$ cat src/rtl/sspwm_pkg.sv
`timescale 1ns/1ps
package sspwm_pkg;

  localparam int LFSR_W = 16;
  // x^16 + x^14 + x^13 + x^11 + 1, Galois form, right-shifting
  localparam logic [LFSR_W-1:0] LFSR_TAPS = 16'hB400;

  typedef logic [LFSR_W-1:0] lfsr_t;

  function automatic lfsr_t lfsr_advance(input lfsr_t cur);
    lfsr_t nxt;
    nxt = cur >> 1;
    if (cur[0]) nxt = nxt ^ LFSR_TAPS;
    return nxt;
  endfunction

  function automatic int dither_span(input int nominal, input int pct);
    return (nominal * pct) / 100;
  endfunction

endpackage

$ cat src/rtl/sspwm_lfsr.sv
`timescale 1ns/1ps
module sspwm_lfsr
  import sspwm_pkg::*;
#(
  parameter logic [15:0] SEED = 16'hACE1
) (
  input  logic  clk,
  input  logic  rst_n,
  input  logic  step,
  output lfsr_t rnd
);

  lfsr_t state_q;
  lfsr_t state_n;

  always_comb begin
    state_n = state_q;
    if (step) state_n = lfsr_advance(state_q);
  end

  always_ff @(posedge clk or negedge rst_n) begin
    if (!rst_n) state_q <= SEED;
    else        state_q <= state_n;
  end

  assign rnd = state_q;

  // the generator never falls into the all-zero lock-up state
  a_r6_lfsr_nonzero: assert property (@(posedge clk) disable iff (!rst_n)
    state_q != '0);

  // each step moves the sequence on
  a_r6_lfsr_moves: assert property (@(posedge clk) disable iff (!rst_n)
    step |=> state_q != $past(state_q));

endmodule

$ cat src/rtl/sspwm_period.sv
`timescale 1ns/1ps
module sspwm_period
  import sspwm_pkg::*;
#(
  parameter int NOMINAL = 333,
  parameter int SPAN    = 99,
  parameter int PER_W   = 9
) (
  input  logic             spread_en,
  input  lfsr_t            rnd,
  output logic [PER_W-1:0] period
);

  generate
    if (SPAN == 0) begin : g_fixed
      assign period = PER_W'(NOMINAL);
    end else begin : g_spread
      localparam int RANGE  = 2 * SPAN + 1;
      localparam int RNG_W  = $clog2(RANGE + 1);
      localparam int PROD_W = LFSR_W + RNG_W;
      localparam logic [RNG_W-1:0] RANGE_V = RNG_W'(RANGE);

      logic [PROD_W-1:0] prod;
      logic [RNG_W-1:0]  offset;

      // multiply-high maps the 16-bit value uniformly onto 0..2*SPAN
      assign prod   = PROD_W'(rnd) * PROD_W'(RANGE_V);
      assign offset = prod[PROD_W-1 -: RNG_W];
      assign period = spread_en ? (PER_W'(NOMINAL - SPAN) + PER_W'(offset))
                                : PER_W'(NOMINAL);
    end
  endgenerate

endmodule

$ cat src/rtl/sspwm_duty.sv
`timescale 1ns/1ps
module sspwm_duty #(
  parameter int SAMPLE_W = 16,
  parameter int PER_W    = 9
) (
  input  logic signed [SAMPLE_W-1:0] sample,
  input  logic        [PER_W-1:0]    period,
  output logic        [PER_W-1:0]    hi_p,
  output logic        [PER_W-1:0]    hi_n
);

  localparam int PROD_W = SAMPLE_W + PER_W + 1;
  localparam int SUM_W  = PER_W + 2;

  logic signed [PROD_W-1:0] prod;
  logic signed [PROD_W-1:0] scaled;
  logic signed [SUM_W-1:0]  delta;
  logic signed [SUM_W-1:0]  half;
  logic signed [SUM_W-1:0]  per_s;
  logic signed [SUM_W-1:0]  raw_p;
  logic signed [SUM_W-1:0]  raw_n;

  function automatic logic [PER_W-1:0] clamp_hi(input logic signed [SUM_W-1:0] raw,
                                                 input logic signed [SUM_W-1:0] lim);
    if (raw < 0)        return '0;
    else if (raw > lim) return lim[PER_W-1:0];
    else                return raw[PER_W-1:0];
  endfunction

  always_comb begin
    prod   = $signed(sample) * $signed({1'b0, period});
    scaled = prod >>> SAMPLE_W;
    delta  = SUM_W'(scaled);
    half   = $signed({3'b000, period[PER_W-1:1]});
    per_s  = $signed({2'b00, period});
    raw_p  = half + delta;
    raw_n  = half - delta;
    hi_p   = clamp_hi(raw_p, per_s);
    hi_n   = clamp_hi(raw_n, per_s);
  end

endmodule

$ cat src/rtl/sspwm_carrier.sv
`timescale 1ns/1ps
module sspwm_carrier #(
  parameter int PER_W   = 9,
  parameter int NOMINAL = 333
) (
  input  logic             clk,
  input  logic             rst_n,
  input  logic             chan_en,
  input  logic [PER_W-1:0] per_in,
  input  logic [PER_W-1:0] hp_in,
  input  logic [PER_W-1:0] hn_in,
  output logic             bnd,
  output logic             running,
  output logic [PER_W-1:0] cur_period,
  output logic             out_p,
  output logic             out_n
);

  logic             run_q, run_n;
  logic [PER_W-1:0] cnt_q, cnt_n;
  logic [PER_W-1:0] per_q, hp_q, hn_q;
  logic [PER_W-1:0] hp_eff, hn_eff;
  logic             op_q, op_n, on_q, on_n;

  assign bnd = chan_en && (!run_q || (cnt_q == per_q - 1'b1));

  always_comb begin
    run_n  = run_q;
    cnt_n  = cnt_q;
    hp_eff = hp_q;
    hn_eff = hn_q;
    if (!chan_en) begin
      run_n = 1'b0;
      cnt_n = '0;
    end else if (bnd) begin
      run_n  = 1'b1;
      cnt_n  = '0;
      hp_eff = hp_in;
      hn_eff = hn_in;
    end else begin
      cnt_n = cnt_q + 1'b1;
    end
    op_n = chan_en && (cnt_n < hp_eff);
    on_n = chan_en && (cnt_n < hn_eff);
  end

  always_ff @(posedge clk or negedge rst_n) begin
    if (!rst_n) begin
      run_q <= 1'b0;
      cnt_q <= '0;
      op_q  <= 1'b0;
      on_q  <= 1'b0;
    end else begin
      run_q <= run_n;
      cnt_q <= cnt_n;
      op_q  <= op_n;
      on_q  <= on_n;
    end
  end

  // period and high times: clock-enabled by the boundary strobe only
  always_ff @(posedge clk or negedge rst_n) begin
    if (!rst_n) begin
      per_q <= PER_W'(NOMINAL);
      hp_q  <= '0;
      hn_q  <= '0;
    end else if (bnd) begin
      per_q <= per_in;
      hp_q  <= hp_in;
      hn_q  <= hn_in;
    end
  end

  assign running    = run_q;
  assign cur_period = per_q;
  assign out_p      = op_q;
  assign out_n      = on_q;

  // disabling silences both outputs at the next edge
  a_r2_off_low: assert property (@(posedge clk) disable iff (!rst_n)
    !chan_en |=> (!out_p && !out_n));

  // enabling from idle starts the count at zero
  a_r2_fresh_start: assert property (@(posedge clk) disable iff (!rst_n)
    (chan_en && !run_q) |=> (cnt_q == '0 && run_q));

  // nothing latched changes inside a period
  a_r7_hold_mid_period: assert property (@(posedge clk) disable iff (!rst_n)
    (run_q && chan_en && !bnd) |=> ($stable(per_q) && $stable(hp_q) && $stable(hn_q)));

  // high times never exceed the period
  a_r8_no_wrap: assert property (@(posedge clk) disable iff (!rst_n)
    run_q |-> (hp_q <= per_q && hn_q <= per_q));

endmodule

$ cat src/rtl/sspwm_mod.sv
`timescale 1ns/1ps
module sspwm_mod
  import sspwm_pkg::*;
#(
  parameter int          SAMPLE_W   = 16,
  parameter int          CLK_HZ     = 100_000_000,
  parameter int          CARRIER_HZ = 300_000,
  parameter int          DITHER_PCT = 30,
  parameter logic [15:0] LFSR_SEED  = 16'hACE1
) (
  input  logic                       clk,
  input  logic                       rst_n,
  input  logic                       chan_en,
  input  logic                       spread_en,
  input  logic signed [SAMPLE_W-1:0] sample_in,
  output logic                       out_p,
  output logic                       out_n
);

  localparam int NOMINAL = CLK_HZ / CARRIER_HZ;
  localparam int SPAN    = dither_span(NOMINAL, DITHER_PCT);
  localparam int PER_MIN = NOMINAL - SPAN;
  localparam int PER_MAX = NOMINAL + SPAN;
  localparam int PER_W   = $clog2(PER_MAX + 1);

  lfsr_t            rnd;
  logic             bnd;
  logic             running;
  logic [PER_W-1:0] next_period;
  logic [PER_W-1:0] cur_period;
  logic [PER_W-1:0] hp_next;
  logic [PER_W-1:0] hn_next;

  sspwm_lfsr #(.SEED(LFSR_SEED)) u_lfsr (
    .clk   (clk),
    .rst_n (rst_n),
    .step  (bnd),
    .rnd   (rnd)
  );

  sspwm_period #(.NOMINAL(NOMINAL), .SPAN(SPAN), .PER_W(PER_W)) u_period (
    .spread_en (spread_en),
    .rnd       (rnd),
    .period    (next_period)
  );

  sspwm_duty #(.SAMPLE_W(SAMPLE_W), .PER_W(PER_W)) u_duty (
    .sample (sample_in),
    .period (next_period),
    .hi_p   (hp_next),
    .hi_n   (hn_next)
  );

  sspwm_carrier #(.PER_W(PER_W), .NOMINAL(NOMINAL)) u_carrier (
    .clk        (clk),
    .rst_n      (rst_n),
    .chan_en    (chan_en),
    .per_in     (next_period),
    .hp_in      (hp_next),
    .hn_in      (hn_next),
    .bnd        (bnd),
    .running    (running),
    .cur_period (cur_period),
    .out_p      (out_p),
    .out_n      (out_n)
  );

  // a boundary in fixed mode loads the nominal length
  a_r5_fixed_period: assert property (@(posedge clk) disable iff (!rst_n)
    (bnd && !spread_en) |=> cur_period == PER_W'(NOMINAL));

  // every period in force lies inside the dither window
  a_r6_period_window: assert property (@(posedge clk) disable iff (!rst_n)
    running |-> (cur_period >= PER_W'(PER_MIN) && cur_period <= PER_W'(PER_MAX)));

endmodule

$ cat config.mk
export PLATFORM = sky130hd
export DESIGN_NAME = sspwm_mod
export DESIGN_NICKNAME = d
export VERILOG_FILES = /design/src/rtl/sspwm_pkg.sv /design/src/rtl/sspwm_lfsr.sv /design/src/rtl/sspwm_period.sv /design/src/rtl/sspwm_duty.sv /design/src/rtl/sspwm_carrier.sv /design/src/rtl/sspwm_mod.sv
export SDC_FILE = /design/constraint.sdc
export NUM_CORES = 1
export LEC_CHECK = 0
export ABC_CLOCK_PERIOD_IN_PS = 35600
export BUFFER_PORTS_ARGS = -buffer_cell sky130_fd_sc_hd__buf_2
export CAP_MARGIN = 20
export CORE_AREA = 3 3 167 169
export CTS_CLUSTER_SIZE = 28
export DETAILED_ROUTE_END_ITERATION = 6
export DIE_AREA = 0 0 170 172
export HOLD_SLACK_MARGIN = 0.08
export REMOVE_ABC_BUFFERS = 1
export SYNTH_ARGS = -nofsm -noshare
export SYNTH_HDL_FRONTEND = slang
export SYNTH_SLANG_ARGS = --single-unit
$ cat constraint.sdc
create_clock -name clk -period 35.6 [get_ports clk]
set_input_delay 7.12 -clock clk [delete_from_list [all_inputs] [get_ports clk]]
set_output_delay 7.12 -clock clk [all_outputs]
set_load 0.005 [all_outputs]
==> impl_metrics.yaml, run 1 <==
yosys:
  synth_area_um2: 11820
  muxShareOfSynthArea_pct: 2.392
  ys_seq_area_share_pct: 11.78
  synth-main-ff-cell: "dfrtp_1"
  yosysUniqueCellTypes: 85
  synth_edf_count: 0
  synth_seq_cells: 55
  netlist.area_leader.share_pct: 26.59
  synth_top_family_by_area: "adder cells"
  synth.avg_cell_area_um2: 9.093
  synth.most_common_cell: "inv_1"
  synthTopCellsByCount: "inv_1 (236), ha_1 (165), fa_1 (157)"
  async_flop_share_pct: 100.0
  synth_fa_ha_area_share_pct: 44.14
  synth_compound_area_share_pct: 13.15
  ys_top_cells_by_area: "fa_1 (27%), ha_1 (17%), dfrtp_1 (8.9%)"
  yosys_warnings: 0
  synth_xor_area_share_pct: 4.879
  yosys.area_share.simple_pct: 14.86
  synth_area_leader_cell: "fa_1"
  syn-instance-count: 1300
clock_network:
  cts_resized: 0
  ctsHtreeMaxLevel: 2
  cts_tree: "done"
  post_cts_buffers: 0
  clock_latency_ns: 0.30
  cts.clk_slew.worst_paths_ns: 0.07
  cts_hold_buf: 0
  cts.sinks: 55
  cts_buffer_depth: 2
  numCtsBuffers: 5
  cts_root_buffer: "clkbuf_16"
timing:
  finClkSkew_ns: 0.01018
  timing.fmax_mhz: 55.83
  finalHoldViolCount: 0
  layout_min_cycle_time_ns: 17.91
  finalSetupTns_ns: 0
  rsz0062_at_grt: "no"
  drv_slew: 0
  finalSetupViolCount: 0
  worst_slew_pin_slew_ns: 1.045
  slew_headroom_pct: 30.22
  period_share_pct: 50.32
route:
  via_count: 8865
  routed_wl_mm: 27.27
  first_pass_iters: 5
  drt_iter0_markers: 392
  drc: 0
  wire_per_inst_um: 16.61
  vias_per_cell: 5.399
  postRouteAntennaNets: 0
floorplanning:
  start_util_pct: 44.23
  die_area_um2: 29240
  core-area_um2: 26730
  dieWidth_um: 170
  rows: 60
  pin_count: 22
  fp.dieH_um: 172
grt:
  antenna_found_initial: 0
  grt_max_degree: 66
  grt.overflow.total: 0
  grt_pass1_wl_mm: 46.17
  grt_pass1_vias: 9054
  grt.total_usage_pct: 19.31
critical_path:
  cpMaxStageDelayCell: "fa_1"
  crit_required_ns: 35.77
  worstSetupPathType: "in -> reg"
  r2r_setup_slack_ns: 20.66
  worstPathMaxFanout: 57
  slowest_delay_ns: 0.74
  startpoint_type: "input port"
  arrival_ns: 18.09
  end_kind: "flip-flop"
finish:
  nNetsFinal: 1642
  regArea_um2: 1393
  syn_to_final_growth_pct: 5.123
  drive_above_1_share_pct: 7.071
  antenna_cells: 0
  fillCellCount: 2602
  multi_input_area_um2: 9390
status:
  outcome: "finished, final reports clean"
flow_run:
  drv_cap: 0
placement:
  gp_congestion: 0.8190
  hpwl_mm: 22.59
  portBuffers: 21
min_path:
  hold_class: "reg -> reg"
## routing by layer
layer / vias up / wire (µm) / share of wire (%) / track usage, %
met5: - / 0 / 0 / 0
met4: 0 / 253 / 0.93 / 2.751
met3: 22 / 736 / 2.7 / 1.189
met2: 149 / 13400 / 49 / 33.73
met1: 4385 / 12880 / 47 / 27.28
li1: 4309 / - / - / -
## per-stage QoR
stage               cell area, µm²  instances  hold WS (ns)  worst slack [ns]  util [%]
finish                       12430       1642        0.4593             17.69     46.50
global route                 12430       1642        0.4923             16.99     46.50
CTS                          12430       1642        0.4702             17.67     46.50
detailed placement           12280       1634        0.4532             17.42     45.95
global placement             12280       1634        0.4438             17.50     45.95
floorplan                    11670       1262        0.4259             19.29         -
## worst max-delay path, delay by kind of cell
family,cells,cell delay [ns]
muxes,1,0.17
AOI/OAI and AO/OA,18,3.82
xor gates and xnor gates,2,0.52
buffers and inverters,7,1.11
adders and majority gates,9,3.89
and+or+nand+nor,3,1.41
## cells by family after synthesis
logic type      count (synthesis)
compound gates                214
xor+xnor                       65
fa+ha+maj                     323
buf+inv                       275
flops                          55
mux                            25
simple gates                  343
## state kept, by name, indices dropped and copies added, names as in the netlist
name	count
u_carrier.hp_q	9
u_lfsr.rnd	16
u_carrier.out_n	1
u_carrier.out_p	1
u_carrier.running	1
u_carrier.hn_q	9
u_carrier.cur_period	9
u_carrier.cnt_q	9
## layout make-up
cell class / count / share of cell area (%)
multi-input cells: 970 / 75.56
flip-flops and latches: 55 / 11.21
inverters: 237 / 7.159
well taps: 341 / 3.433
repair buffers: 31 / 1.450
clock buffers: 7 / 1.148
clock inverters: 1 / 0.04027
## placed cells by master (no fill, tap or decap), types with 10 or more instances in the layout
master / Yosys / final
a21o_1: 30 / 30
a21oi_1: 39 / 39
and2_1: 23 / 23
and3_1: 51 / 51
buf_2: 0 / 21
buf_4: 0 / 10
dfrtp_1: 42 / 42
dfstp_2: 13 / 13
fa_1: 157 / 157
ha_1: 165 / 165
inv_1: 236 / 236
mux2_2: 14 / 14
nand2_1: 104 / 104
nand3_1: 22 / 22
nand4_1: 14 / 14
nor2_1: 47 / 47
nor2b_1: 33 / 33
nor3_1: 12 / 12
o21a_1: 15 / 15
o21ai_0: 23 / 22
o21ai_1: 12 / 13
o21bai_1: 12 / 12
xnor2_1: 46 / 46
xor2_1: 18 / 18
## worst paths after layout
check | start | end | depth (start not counted)
max | spread_en | u_carrier.out_p | 40
min | u_carrier.hp_q[4] | u_carrier.hp_q[4] | 2
max reg2reg | u_lfsr.rnd[7] | u_carrier.out_p | 56
min reg2reg | u_carrier.hp_q[4] | u_carrier.hp_q[4] | 2
max in group asynchronous | rst_n | u_lfsr.rnd[5] | 2
min in group asynchronous | rst_n | u_carrier.running | 1
Power of run 1 is left out: the tool's default activity adds up to more than one toggle a clock period on the data nets, which glitch-free logic cannot reach.
==> inputs of run 2 (changes only) <==
--- a/config.mk
+++ b/config.mk
@@ -5,13 +5,14 @@
 export SDC_FILE = /design/constraint.sdc
 export NUM_CORES = 1
 export LEC_CHECK = 0
-export ABC_CLOCK_PERIOD_IN_PS = 35600
+export ABC_AREA = 1
+export ABC_CLOCK_PERIOD_IN_PS = 16400
 export BUFFER_PORTS_ARGS = -buffer_cell sky130_fd_sc_hd__buf_2
 export CAP_MARGIN = 20
-export CORE_AREA = 3 3 167 169
+export CORE_AREA = 3 3 165 167
 export CTS_CLUSTER_SIZE = 28
 export DETAILED_ROUTE_END_ITERATION = 6
-export DIE_AREA = 0 0 170 172
+export DIE_AREA = 0 0 168 170
 export HOLD_SLACK_MARGIN = 0.08
 export REMOVE_ABC_BUFFERS = 1
 export SYNTH_ARGS = -nofsm -noshare
==> constraint.sdc (replaced) <==
create_clock -name clk -period 16.4 [get_ports clk]
set_input_delay 3.28 -clock clk [delete_from_list [all_inputs] [get_ports clk]]
set_output_delay 3.28 -clock clk [all_outputs]
set_load 0.005 [all_outputs]
==> run 2 against run 1 <==
  * Via count is 0.51% higher
  * Sequential cell count unchanged
  * Utilization increased by 0.66 points
==> impl_metrics.yaml, run 2 <==
yosys:
  muxShareOfSynthArea_pct: 0
  synth_compound_area_share_pct: 8.874
  synth_fa_ha_area_share_pct: 44.88
  synth.most_common_cell: "inv_1"
  yosysUniqueCellTypes: 52
  synth.avg_cell_area_um2: 7.894
  synth_area_um2: 11600
  ys_seq_area_share_pct: 12.00
  async_flop_share_pct: 100.0
  synthTopCellsByCount: "inv_1 (353), nand2_1 (264), ha_1 (165)"
  synth-main-ff-cell: "dfrtp_1"
  synth_seq_cells: 55
  netlist.area_leader.share_pct: 27.09
  synth_area_leader_cell: "fa_1"
  synth_edf_count: 0
  syn-instance-count: 1470
  yosys.area_share.simple_pct: 17.26
  synth_top_family_by_area: "adder cells"
  yosys_warnings: 0
  ys_top_cells_by_area: "fa_1 (27%), ha_1 (18%), inv_1 (11%)"
  synth_xor_area_share_pct: 4.141
status:
  outcome: "finished, final reports clean"
grt:
  grt.total_usage_pct: 19.40
  grt_pass1_vias: 9399
  antenna_found_initial: 0
  grt_max_degree: 56
  grt_pass1_wl_mm: 46.01
  grt.overflow.total: 0
critical_path:
  arrival_ns: 14.55
  critPathBufInv: 11
  worstSetupPathType: "reg -> reg"
  crit_required_ns: 16.62
  end_kind: "flip-flop"
  slowest_delay_ns: 0.54
  startpoint_type: "flip-flop"
  crit_family: "adder cells"
  cpMaxStageDelayCell: "nor2_1"
  worstPathMaxFanout: 17
timing:
  finalHoldViolCount: 0
  whs_ns: 0.4839
  finalSetupViolCount: 0
  finalSetupTns_ns: 0
  layout_min_cycle_time_ns: 14.33
  slew_headroom_pct: 41.54
  period_share_pct: 87.36
  setup_ws_ns: 2.074
  worst_slew_pin_slew_ns: 0.8760
  timing.fmax_mhz: 69.80
  finClkSkew_ns: 0.004567
  drv_slew: 0
  rsz0062_at_grt: "no"
finish:
  syn_to_final_growth_pct: 5.305
  drive_above_1_share_pct: 7.071
  final_cell_mix: "inv_1 (353), nand2_1 (264), ha_1 (165), fa_1 (157), nor2_1 (138)"
  fin_cells: 1820
  mostFrequentLayoutCell: "inv_1"
  antenna_cells: 0
  nNetsFinal: 1826
  largest_register_ff_count: 16
floorplanning:
  fp.dieH_um: 170
  die_area_um2: 28560
  core-area_um2: 25910
  start_util_pct: 44.78
  rows: 59
  dieWidth_um: 168
  pin_count: 22
route:
  routed_wl_mm: 26.50
  via_count: 8910
  drc: 0
  vias_per_cell: 4.896
  drt_iter0_markers: 398
  postRouteAntennaNets: 0
  first_pass_iters: 5
  wire_per_inst_um: 14.56
clock_network:
  cts.sinks: 55
  cts_hold_buf: 0
  cts_resized: 0
  cts.clk_slew.worst_paths_ns: 0.07
  post_cts_buffers: 0
  ctsHtreeMaxLevel: 2
  clock_latency_ns: 0.29
  cts_tree: "done"
  cts_root_buffer: "clkbuf_16"
  cts_buffer_depth: 2
  numCtsBuffers: 5
placement:
  pre_cts_slack_ns: 2.025
  gp_congestion: 0.9301
  portBuffers: 21
  dp_cells: 1812
  hpwl_mm: 22.48
min_path:
  hold_class: "reg -> reg"
flow_run:
  drv_cap: 0
run 2: cell types whose count changed in the layout (fill, tap and decap cells not counted), sizes merged, moves of 28 or more:
cell   previous run  this run
o21ai            36        64
nand2           104       281
nor2             48       141
nor2b            33         0
inv             237       365
and3             51         0
a21oi            40        72
run 2: metal layers:
layer  wire length, µm  vias up  GRT usage (%)
met5                 0        -              0
met4               274        0          2.739
met3               428       19         0.7898
met2             13390      111          35.92
met1             12410     4282          25.94
li1                  -     4498              -
run 2: stage by stage:
step,utilization (%),area [µm²]
4_1_cts,47.16,12220
2_1_floorplan,-,11490
3_5_place_dp,46.61,12080
3_3_place_gp,46.61,12080
5_1_grt,47.16,12220
6_report,47.16,12220
run 2: layout make-up:
cell class	instances	area [µm²]
Clock buffer	6	128.9
Clock inverter	2	12.51
Fill cell	2617	13690
Inverter	365	1373
Multi-Input combinational cell	1027	8721
Sequential cell	55	1393
Tap cell	335	419.2
Timing Repair Buffer	30	172.7
run 2: cell families after synthesis:
family | Yosys count
xor gates and xnor gates | 54
DFF | 55
adders and majority gates | 322
and+or+nand+nor | 478
AOI/OAI and AO/OA | 173
buffers and inverters | 388
run 2: tightest hold or removal path: stages, from the launching register on:
cell and delay (ns):
dfrtp_1 0.33, nand2_1 0.06, o21ai_2 0.06
run 2: final timing paths:
path	start	endpoint	slack, ns	depth (start not counted)
worst max-delay path	u_lfsr.rnd[2]	u_carrier.out_n	2.07	63
worst min-delay path	u_carrier.hp_q[6]	u_carrier.hp_q[6]	0.48	2
worst max register to register	u_lfsr.rnd[2]	u_carrier.out_n	2.07	63
worst min register to register	u_carrier.hp_q[6]	u_carrier.hp_q[6]	0.48	2
max in group asynchronous	rst_n	u_carrier.cnt_q[7]	12.82	2
min in group asynchronous	rst_n	u_lfsr.rnd[1]	3.11	2
Power of run 2 is left out for the same reason.
==> inputs of run 3 (changes only) <==
--- a/config.mk
+++ b/config.mk
@@ -6,7 +6,7 @@
 export NUM_CORES = 1
 export LEC_CHECK = 0
 export ABC_AREA = 1
-export ABC_CLOCK_PERIOD_IN_PS = 16400
+export ABC_CLOCK_PERIOD_IN_PS = 15500
 export BUFFER_PORTS_ARGS = -buffer_cell sky130_fd_sc_hd__buf_2
 export CAP_MARGIN = 20
 export CORE_AREA = 3 3 165 167
@@ -15,6 +15,7 @@
 export DIE_AREA = 0 0 168 170
 export HOLD_SLACK_MARGIN = 0.08
 export REMOVE_ABC_BUFFERS = 1
+export SLEW_MARGIN = 10
 export SYNTH_ARGS = -nofsm -noshare
 export SYNTH_HDL_FRONTEND = slang
 export SYNTH_SLANG_ARGS = --single-unit
==> constraint.sdc (replaced) <==
create_clock -name clk -period 15.5 [get_ports clk]
set_input_delay 3.1 -clock clk [delete_from_list [all_inputs] [get_ports clk]]
set_output_delay 3.1 -clock clk [all_outputs]
set_load 0.005 [all_outputs]
==> run 3 against run 2 <==
  * Count of clock-buffer cells in the layout is the same
  * Cell count is the same
  * Maximum frequency grew 0.28%
  * First-iteration DRC count shrank 4.0%
  * Register-to-register slack lost 0.86 ns
==> impl_metrics.yaml, run 3 (synthesis results as in run 2) <==
finish:
  final_cell_mix: "inv_1 (353), nand2_1 (264), ha_1 (165), fa_1 (157), nor2_1 (138)"
  largest_register_ff_count: 16
  antenna_cells: 0
  regArea_um2: 1393
  drive_above_1_share_pct: 7.071
  mostFrequentLayoutCell: "inv_1"
  nNetsFinal: 1826
  fillCellCount: 2607
  multi_input_area_um2: 8721
  syn_to_final_growth_pct: 5.305
clock_network:
  cts_root_buffer: "clkbuf_16"
  clock_latency_ns: 0.29
  cts.sinks: 55
  ctsHtreeMaxLevel: 2
  cts_buffer_depth: 2
  cts_resized: 0
  numCtsBuffers: 5
  cts_hold_buf: 0
  cts_tree: "done"
  post_cts_buffers: 0
  cts.clk_slew.worst_paths_ns: 0.07
placement:
  hpwl_mm: 22.48
  gp_congestion: 0.9301
  portBuffers: 21
timing:
  timing.fmax_mhz: 70.00
  period_share_pct: 92.17
  finClkSkew_ns: 0.006578
  layout_min_cycle_time_ns: 14.29
  drv_slew: 0
  worst_slew_pin_slew_ns: 0.8068
  rsz0062_at_grt: "no"
  finalSetupViolCount: 0
  finalHoldViolCount: 0
  finalSetupTns_ns: 0
  slew_headroom_pct: 46.07
critical_path:
  cpMaxStageDelayCell: "nor2_1"
  startpoint_type: "flip-flop"
  end_kind: "flip-flop"
  critPathBufInv: 12
  path_depth: 63
  arrival_ns: 14.50
  worstSetupPathType: "reg -> reg"
  reg2reg_depth: 63
  slowest_delay_ns: 0.54
  crit_top_cell: "inv_1"
  worstPathMaxFanout: 17
  crit_family: "adder cells"
  crit_required_ns: 15.72
  r2r_setup_slack_ns: 1.21
floorplanning:
  dieWidth_um: 168
  core-area_um2: 25910
  start_util_pct: 44.78
  pin_count: 22
  fp.dieH_um: 170
  die_area_um2: 28560
  rows: 59
grt:
  grt-busiest-layer: "met2"
  met1_usage_pct: 25.59
  grt.overflow.total: 0
  grt.total_usage_pct: 19.36
  use_met3_pct: 1.185
  grt_max_degree: 56
  antenna_found_initial: 0
  grt_pass1_vias: 9450
  grt_use_met2_pct: 35.59
  grt_pass1_wl_mm: 45.78
min_path:
  hold_class: "reg -> reg"
  holdPathStages: 2
flow_run:
  drv_cap: 0
route:
  first_pass_iters: 7
  wire_per_inst_um: 14.53
  vias_per_cell: 4.914
  postRouteAntennaNets: 0
  drt_iter0_markers: 382
  drc: 0
  via_count: 8944
  routed_wl_mm: 26.44
status:
  outcome: "finished, final reports clean"
run 3: cell counts in the layout (fill, tap and decap cells not counted):
No cell type changed its count.
run 3: layer usage:
layer / share of wire, % / vias up
li1: - / 4509
met1: 46 / 4304
met2: 50 / 105
met3: 2.0 / 26
met4: 1.4 / 0
met5: 0 / -
run 3: final timing paths:
path | end | startpoint
min in group asynchronous | u_lfsr.rnd[2] | rst_n
worst min register to register | u_carrier.hp_q[6] | u_carrier.hp_q[6]
worst max register to register | u_carrier.out_n | u_lfsr.rnd[8]
worst max-delay path | u_carrier.out_n | u_lfsr.rnd[8]
worst min-delay path | u_carrier.hp_q[6] | u_carrier.hp_q[6]
max in group asynchronous | u_carrier.cnt_q[0] | rst_n
run 3: worst reg2reg max path, delay by kind of cell, from the launching register on:
| kind | cells | cell delay (ns) |
|---|---|---|
| adders and majority gates | 15 | 6.09 |
| AOI/OAI and AO/OA | 14 | 2.94 |
| and+or+nand+nor | 18 | 2.58 |
| buffers and inverters | 12 | 1.26 |
| xor gates and xnor gates | 4 | 0.91 |
| DFF | 1 | 0.46 |
run 3: stage by stage:
stage               cell area [µm²]  setup WS, ns  hold WS [ns]  instances  utilization (%)
floorplan                     11490         3.294        0.4432       1447                -
global placement              12080         1.360        0.4629       1812            46.61
detailed placement            12080         1.144        0.4728       1812            46.61
CTS                           12220         1.103        0.4900       1820            47.16
global route                  12220       0.07166        0.5162       1820            47.16
finish                        12220         1.214        0.4859       1820            47.16
run 3: final cells by class:
type / count / area share (%)
clock buffers: 6 / 1.055
clock inverters: 2 / 0.1024
inverters: 365 / 11.23
multi-input cells: 1027 / 71.37
flip-flops and latches: 55 / 11.40
well taps: 335 / 3.430
repair buffers: 30 / 1.413
Power of run 3 is left out for the same reason.
